File: src/rtl/img_mom_pkg.sv
package img_mom_pkg;
    typedef enum logic {
        ST_WAIT = 1'b0,
        ST_RUN  = 1'b1
    } mom_state_e;

    localparam int MOM_N   = 6;
    localparam int IDX_M00 = 0;
    localparam int IDX_M10 = 1;
    localparam int IDX_M01 = 2;
    localparam int IDX_M20 = 3;
    localparam int IDX_M11 = 4;
    localparam int IDX_M02 = 5;
endpackage

File: src/rtl/img_mom_axis.sv
// Coordinate counter with its square kept up to date by additions only.
module img_mom_axis #(
    parameter int LIMIT = 640,
    localparam int CW   = $clog2(LIMIT),
    localparam int SQ_W = 2 * CW
) (
    input  logic            clk,
    input  logic            rst_n,
    input  logic            clr,
    input  logic            step,
    output logic [CW-1:0]   coord_o,
    output logic [SQ_W-1:0] sq_o,
    output logic            last_o
);
    localparam logic [CW-1:0] LAST = CW'(LIMIT - 1);

    assign last_o = (coord_o == LAST);

    always_ff @(posedge clk or negedge rst_n) begin
        if (!rst_n) begin
            coord_o <= '0;
            sq_o    <= '0;
        end else if (clr) begin
            coord_o <= '0;
            sq_o    <= '0;
        end else if (step) begin
            if (last_o) begin
                coord_o <= '0;
                sq_o    <= '0;
            end else begin
                coord_o <= coord_o + 1'b1;
                sq_o    <= sq_o + SQ_W'({coord_o, 1'b1});
            end
        end
    end


    coord_range_chk: assert property (@(posedge clk) disable iff (!rst_n)
        coord_o <= LAST);


    coord_step_chk: assert property (@(posedge clk) disable iff (!rst_n)
        (step && !clr && !last_o) |=> coord_o == $past(coord_o) + 1'b1);


    sq_match_chk: assert property (@(posedge clk) disable iff (!rst_n)
        sq_o == SQ_W'(coord_o) * SQ_W'(coord_o));


    clr_zero_chk: assert property (@(posedge clk) disable iff (!rst_n)
        clr |=> (coord_o == '0 && sq_o == '0));
endmodule

File: src/rtl/img_mom_cross.sv
// Mixed term x*y: grows by y on each column step, clears with the column.
module img_mom_cross #(
    parameter int XCW  = 10,
    parameter int YCW  = 9,
    localparam int XYW = XCW + YCW
) (
    input  logic           clk,
    input  logic           rst_n,
    input  logic           clr,
    input  logic           step,
    input  logic           wrap,
    input  logic [XCW-1:0] x_i,
    input  logic [YCW-1:0] y_i,
    output logic [XYW-1:0] xy_o
);
    always_ff @(posedge clk or negedge rst_n) begin
        if (!rst_n) begin
            xy_o <= '0;
        end else if (clr || (step && wrap)) begin
            xy_o <= '0;
        end else if (step) begin
            xy_o <= xy_o + XYW'(y_i);
        end
    end


    xy_match_chk: assert property (@(posedge clk) disable iff (!rst_n)
        xy_o == XYW'(x_i) * XYW'(y_i));
endmodule

File: src/rtl/img_mom_acc.sv
// One gated moment accumulator.
module img_mom_acc #(
    parameter int ACC_W = 64
) (
    input  logic             clk,
    input  logic             rst_n,
    input  logic             clr,
    input  logic             en,
    input  logic [ACC_W-1:0] addend,
    output logic [ACC_W-1:0] acc_o
);
    always_ff @(posedge clk or negedge rst_n) begin
        if (!rst_n) begin
            acc_o <= '0;
        end else if (clr) begin
            acc_o <= '0;
        end else if (en) begin
            acc_o <= acc_o + addend;
        end
    end


    acc_hold_chk: assert property (@(posedge clk) disable iff (!rst_n)
        (!clr && !en) |=> $stable(acc_o));


    acc_clr_chk: assert property (@(posedge clk) disable iff (!rst_n)
        clr |=> acc_o == '0);
endmodule

File: src/rtl/img_moment_acc.sv
module img_moment_acc
    import img_mom_pkg::*;
#(
    parameter int IMG_W = 640,
    parameter int IMG_H = 480,
    parameter int PIX_W = 8,
    parameter int ACC_W = 64
) (
    input  logic             clk,
    input  logic             rst_n,
    input  logic             pix_stb,
    input  logic             line_sync,
    input  logic             frame_sync,
    input  logic             label_mode,
    input  logic [PIX_W-1:0] label_sel,
    input  logic [PIX_W-1:0] pix_val,
    output logic             res_done,
    output logic [ACC_W-1:0] mom_00,
    output logic [ACC_W-1:0] mom_10,
    output logic [ACC_W-1:0] mom_01,
    output logic [ACC_W-1:0] mom_20,
    output logic [ACC_W-1:0] mom_11,
    output logic [ACC_W-1:0] mom_02
);
    localparam int XCW = $clog2(IMG_W);
    localparam int YCW = $clog2(IMG_H);
    localparam int XSQ = 2 * XCW;
    localparam int YSQ = 2 * YCW;
    localparam int XYW = XCW + YCW;

    mom_state_e st_q, st_d;

    logic           ls_acc, px_acc, hit, acc_en, publish, x_last, y_last;
    logic [XCW-1:0] x_q;
    logic [YCW-1:0] y_q;
    logic [XSQ-1:0] x2_q;
    logic [YSQ-1:0] y2_q;
    logic [XYW-1:0] xy_q;
    logic [ACC_W-1:0] addend [MOM_N];
    logic [ACC_W-1:0] acc_q  [MOM_N];
    logic [ACC_W-1:0] res_q  [MOM_N];

    // Priority: frame sync, then line sync, then pixel strobe.
    assign ls_acc  = line_sync & ~frame_sync;
    assign px_acc  = pix_stb & ~line_sync & ~frame_sync;
    assign hit     = label_mode ? (pix_val == label_sel) : (|pix_val);
    assign acc_en  = px_acc & hit & (st_q == ST_RUN);
    assign publish = frame_sync & (st_q == ST_RUN);

    img_mom_axis #(.LIMIT(IMG_W)) u_xaxis (
        .clk(clk), .rst_n(rst_n),
        .clr(frame_sync | line_sync), .step(px_acc),
        .coord_o(x_q), .sq_o(x2_q), .last_o(x_last)
    );

    img_mom_axis #(.LIMIT(IMG_H)) u_yaxis (
        .clk(clk), .rst_n(rst_n),
        .clr(frame_sync), .step(ls_acc),
        .coord_o(y_q), .sq_o(y2_q), .last_o(y_last)
    );

    img_mom_cross #(.XCW(XCW), .YCW(YCW)) u_cross (
        .clk(clk), .rst_n(rst_n),
        .clr(frame_sync | line_sync), .step(px_acc), .wrap(x_last),
        .x_i(x_q), .y_i(y_q), .xy_o(xy_q)
    );

    assign addend[IDX_M00] = ACC_W'(1);
    assign addend[IDX_M10] = ACC_W'(x_q);
    assign addend[IDX_M01] = ACC_W'(y_q);
    assign addend[IDX_M20] = ACC_W'(x2_q);
    assign addend[IDX_M11] = ACC_W'(xy_q);
    assign addend[IDX_M02] = ACC_W'(y2_q);

    for (genvar g = 0; g < MOM_N; g++) begin : g_acc
        img_mom_acc #(.ACC_W(ACC_W)) u_acc (
            .clk(clk), .rst_n(rst_n),
            .clr(frame_sync), .en(acc_en),
            .addend(addend[g]), .acc_o(acc_q[g])
        );
    end

    // State register
    always_ff @(posedge clk or negedge rst_n) begin
        if (!rst_n) st_q <= ST_WAIT;
        else        st_q <= st_d;
    end

    // Next state: arm (WAIT->RUN), publish (RUN->RUN)
    always_comb begin
        st_d = st_q;
        unique case (st_q)
            ST_WAIT: if (frame_sync) st_d = ST_RUN;
            ST_RUN:  st_d = ST_RUN;
            default: st_d = ST_WAIT;
        endcase
    end

    // Output registers
    always_ff @(posedge clk or negedge rst_n) begin
        if (!rst_n) begin
            res_done <= 1'b0;
            for (int i = 0; i < MOM_N; i++) res_q[i] <= '0;
        end else begin
            res_done <= publish;
            if (publish) begin
                for (int i = 0; i < MOM_N; i++) res_q[i] <= acc_q[i];
            end
        end
    end

    assign mom_00 = res_q[IDX_M00];
    assign mom_10 = res_q[IDX_M10];
    assign mom_01 = res_q[IDX_M01];
    assign mom_20 = res_q[IDX_M20];
    assign mom_11 = res_q[IDX_M11];
    assign mom_02 = res_q[IDX_M02];


    done_src_chk: assert property (@(posedge clk) disable iff (!rst_n)
        res_done |-> $past(frame_sync));


    out_hold_chk: assert property (@(posedge clk) disable iff (!rst_n)
        !publish |=> ($stable(mom_00) && $stable(mom_10) && $stable(mom_01)
                      && $stable(mom_20) && $stable(mom_11) && $stable(mom_02)));


    wait_nodone_chk: assert property (@(posedge clk) disable iff (!rst_n)
        (st_q == ST_WAIT) |=> !res_done);


    sync_px_chk: assert property (@(posedge clk) disable iff (!rst_n)
        (pix_stb && line_sync && !frame_sync) |=> x_q == '0);
endmodule

File: config.mk
export PLATFORM = sky130hd
export DESIGN_NAME = img_moment_acc
export DESIGN_NICKNAME = d
export VERILOG_FILES = /design/src/rtl/img_mom_pkg.sv /design/src/rtl/img_mom_axis.sv /design/src/rtl/img_mom_cross.sv /design/src/rtl/img_mom_acc.sv /design/src/rtl/img_moment_acc.sv
export SDC_FILE = /design/constraint.sdc
export NUM_CORES = 2
export LEC_CHECK = 0
export ABC_CLOCK_PERIOD_IN_PS = 4000
export BUFFER_PORTS_ARGS = -buffer_cell sky130_fd_sc_hd__clkbuf_2
export CORE_UTILIZATION = 55
export DETAILED_ROUTE_END_ITERATION = 8
export PLACE_DENSITY = 0.81
export REMOVE_ABC_BUFFERS = 1
export SKIP_LAST_GASP = 1
export SLEW_MARGIN = 10
export SYNTH_ARGS = -nofsm -noshare
export SYNTH_HDL_FRONTEND = slang
export SYNTH_HIERARCHICAL = 1
export SYNTH_SLANG_ARGS = --single-unit
File: constraint.sdc
create_clock -name clk -period 4 [get_ports clk]
set_clock_uncertainty 0.2 [all_clocks]
set_input_delay 0.6 -clock clk [delete_from_list [all_inputs] [get_ports clk]]
set_output_delay 0.6 -clock clk [all_outputs]
set_load 0.005 [all_outputs]
==> impl_table.tex <==
\begin{tabular}{lr}
\hline
Metric & Value \\
\hline
\multicolumn{2}{l}{\textbf{Logic synthesis}} \\
Number of synthesized register bits & 846 \\
Top cell type's share of synthesized area & 35.5\% \\
Distinct cell type count after synthesis & 123 \\
Sequential-to-total area share from yosys stat & 35.5\% \\
Async SR Flop Fraction & 100\% \\
Avg Synthesized Cell Area & 9.81 sq um \\
Post-Syn Area & 59,600 sq um \\
Number of synthesized flops with an enable pin & 0 \\
Synth top area cells & dfrtp\_1 36\%, mux2\_4 8.8\%, ha\_1 8.6\% \\
Synth Instances & 6,078 \\
Ys flop type & dfrtp\_1 \\
Top cell type by total area after synthesis & dfrtp\_1 \\
Count of warnings emitted by yosys & 6 \\
\multicolumn{2}{l}{\textbf{Placed design}} \\
HPWL reported at the end of detailed placement & 117 mm \\
Dpl ws & 0.0874 ns \\
Routability congestion estimate & 0.961 \\
\# port buffers & 406 \\
\multicolumn{2}{l}{\textbf{Outcome}} \\
Result of the run & finished, final reports clean \\
\multicolumn{2}{l}{\textbf{Floorplanning}} \\
Die area & 110,000 sq um \\
Starting utilization of the core area & 55.6\% \\
Chip width & 331 um \\
Placeable Area & 107,000 sq um \\
Height of the die & 331 um \\
IO Pins & 407 \\
Row count & 120 \\
\multicolumn{2}{l}{\textbf{STA}} \\
Tightest Pin Transition & 1.29 ns \\
Share of the clock period used by the worst path after layout & 96.4\% \\
Final period demand of the worst path & 3.86 ns \\
RSZ-0062 raised after global routing & yes \\
Total count of max-transition violations in the final report & 0 \\
Highest clock frequency the design can meet & 0.259 GHz \\
Final Hold Viols & 0 \\
Relative max-transition margin & 13.4\% \\
Count of final setup violators & 0 \\
Summed negative setup slack over all endpoints & 0 ns \\
Setup slack of the critical path after layout & 0.144 ns \\
\multicolumn{2}{l}{\textbf{Clock network}} \\
\# H-tree levels & 3 \\
Clk Latency, worst-skew pair & 0.68 ns \\
CTS Buf Count & 97 \\
Clock slew at the register clock pins of the worst setup and hold paths & 0.06 ns \\
Clock sinks & 846 \\
Number of buffers on the longest clock path & 3 \\
Clock tree from TritonCTS & built \\
Library cell used as clock root buffer & clkbuf\_16 \\
\multicolumn{2}{l}{\textbf{Power}} \\
Overall power of the completed layout & 20.8 mW \\
IR drop worst, VDD & 0.333 mV \\
Power per standard cell area & 310 nW/um\^{}2 \\
Leakage & 33.5 nW \\
\multicolumn{2}{l}{\textbf{Cells and area}} \\
Final antenna diode count & 0 \\
Most frequent cells in the layout & 846 x dfrtp\_1, 537 x a21oi\_1, 502 x nor2\_1 \\
Share of cells above drive strength 1 & 17.8\% \\
Register Area & 21,200 sq um \\
Area used by multi-input combinational logic & 37,100 sq um \\
Signed area change from the synthesized netlist to the final layout & 12.7\% \\
Post-layout net count & 7,175 \\
\# fillers & 8,848 \\
Most common cell after layout, fill and taps aside & dfrtp\_1 \\
\multicolumn{2}{l}{\textbf{Global routing}} \\
Antenna violations before repair & 0 \\
Maximum number of pins on one net before global-route repair & 149 \\
Total global-route track usage & 28.2\% \\
Number of global-route vias before repair & 47,700 \\
GRT overflow & 0 \\
Global-route wire length before repair & 253 mm \\
\multicolumn{2}{l}{\textbf{Hold path}} \\
Class of the worst hold path & in2reg \\
\multicolumn{2}{l}{\textbf{Drt}} \\
Number of nets still failing antenna checks after routing & 0 \\
Total iterations of the first detailed-routing run & 6 \\
Wire length per cell after detailed routing & 19.3 um \\
Total via count in the routed design & 49,600 \\
Vias per std cell & 6.03 \\
Total detailed-routing wirelength & 158 mm \\
Initial drt markers & 3,917 \\
Remaining DRCs & 0 \\
\multicolumn{2}{l}{\textbf{Worst setup path}} \\
Capturing element type of the critical path & flip-flop \\
Crit path max-delay cell type & or4b\_1 \\
Number of buffer and inverter stages on the critical path & 2 \\
Cell chain of the critical path & ha\_1, inv\_1, fa\_1, and2b\_1, o2111ai\_2, a211oi\_2, o21bai\_1, a311o\_1, a2111oi\_4, buf\_4, o21ai\_4, or4b\_1, nand3\_1 \\
Crit path largest cell delay & 0.54 ns \\
Top Family by Delay on Critical Path & compound AO/OA/AOI/OAI gates \\
CP arrival & 4.26 ns \\
Category of the worst setup path launch point & flip-flop \\
Largest driver fanout on the critical path & 7 \\
Critical path class & reg2reg \\
Required time of the critical path & 4.40 ns \\
\multicolumn{2}{l}{\textbf{Run}} \\
Max Cap Viol & 0 \\
\hline
\end{tabular}
-- kinds of logic after synthesis --
logic type / synth area share, %
fa+ha+maj: 8.87
mux: 12.9
compound gates: 19.9
other cells: 0.0126
simple gates: 14.2
flops: 35.5
xor+xnor: 4.23
buf+inv: 4.30
-- sequential cells by signal, indices dropped and copies added (netlist names), 9 cells and up --
| signal | cells |
|---|---|
| mom_01 | 64 |
| mom_11 | 64 |
| u_xaxis/coord_o | 10 |
| mom_02 | 64 |
| mom_20 | 64 |
| u_cross/xy_o | 19 |
| g_acc.u_acc/acc_o | 384 |
| u_xaxis/sq_o | 20 |
| mom_10 | 64 |
| mom_00 | 64 |
| u_yaxis/sq_o | 18 |
| u_yaxis/coord_o | 9 |
-- per-layer routing --
layer	up-vias	routed length (um)	share of wire [%]	global-route usage (%)
li1	23500	-	-	-
met1	24100	69900	44	38.4
met2	1656	73400	46	46.0
met3	344	8520	5.4	2.88
met4	0	6410	4.0	10.9
met5	-	0	0	0
-- worst paths after layout --
path / startpoint / endpoint / slack [ns] / cells after the start
max: g_acc[3].u_acc/acc_o[0] / g_acc[3].u_acc/acc_o[62] / 0.14 / 13
min reg2reg: mom_11[9] / mom_11[9] / 0.31 / 1
min: frame_sync / g_acc[5].u_acc/acc_o[27] / 0.26 / 3
max in group asynchronous: rst_n / g_acc[1].u_acc/acc_o[54] / 2.20 / 4
min in group asynchronous: rst_n / mom_01[56] / 0.34 / 2
max reg2reg: g_acc[3].u_acc/acc_o[0] / g_acc[3].u_acc/acc_o[62] / 0.14 / 13
-- synth_stat cells (53+ instances only) --
library cell    n
xor2_1        133
o211ai_1       63
nand4_1       127
dfrtp_1       846
clkbuf_1      160
ha_1          408
o21ai_0       308
xnor2_1       155
mux2i_1       200
nand2b_1       53
nand2_1       455
o21a_1         61
nand3_1       137
a21oi_1       538
nor3_1         78
or3_1          53
nor2_1        504
a21o_1        219
o21bai_1       89
mux2_4        349
inv_1         148
-- worst reg2reg max path: stages, from the launching register on --
cell,delay [ns]
dfrtp_1,0.36
ha_1,0.19
inv_1,0.06
fa_1,0.41
and2b_1,0.25
o2111ai_2,0.15
a211oi_2,0.31
o21bai_1,0.17
a311o_1,0.42
a2111oi_4,0.31
buf_4,0.20
o21ai_4,0.10
or4b_1,0.55
nand3_1,0.10
-- power breakdown --
| group | switching (mW) | internal, mW | total, mW |
|---|---|---|---|
| Clock | 3.80 | 5.59 | 9.39 |
| Sequential | 0.157 | 8.73 | 8.89 |
| Combinational | 1.60 | 0.962 | 2.56 |
| Total | 5.56 | 15.3 | 20.8 |
-- what timing repair did --
item | CTS | global route
buffers inserted | 0 | 3
hold endpoints to repair | 53 | 0
setup endpoints to repair | 0 | 5
resized for setup | 0 | 3
hold buffers | 1 | 0
-- area by class of cell --
cell class | instances | area share [%]
clock buffers | 133 | 4.13
clock inverters | 44 | 0.890
inverters | 151 | 0.844
multi-input cells | 5118 | 55.2
flip-flops and latches | 846 | 31.5
well taps | 1403 | 2.61
repair buffers | 522 | 4.76
-- per-stage QoR --
step | std cells | hold WS, ns | instance area [sq um] | utilization [%]
floorplan | 6115 | 0.104 | 58800 | -
global placement | 8036 | 0.290 | 63800 | 59.5
detailed placement | 8036 | 0.294 | 63800 | 59.5
CTS | 8214 | 0.195 | 67100 | 62.6
global route | 8217 | 0.224 | 67200 | 62.7
finish | 8217 | 0.260 | 67200 | 62.7
Note: power is estimated with default switching activity, not from simulation.
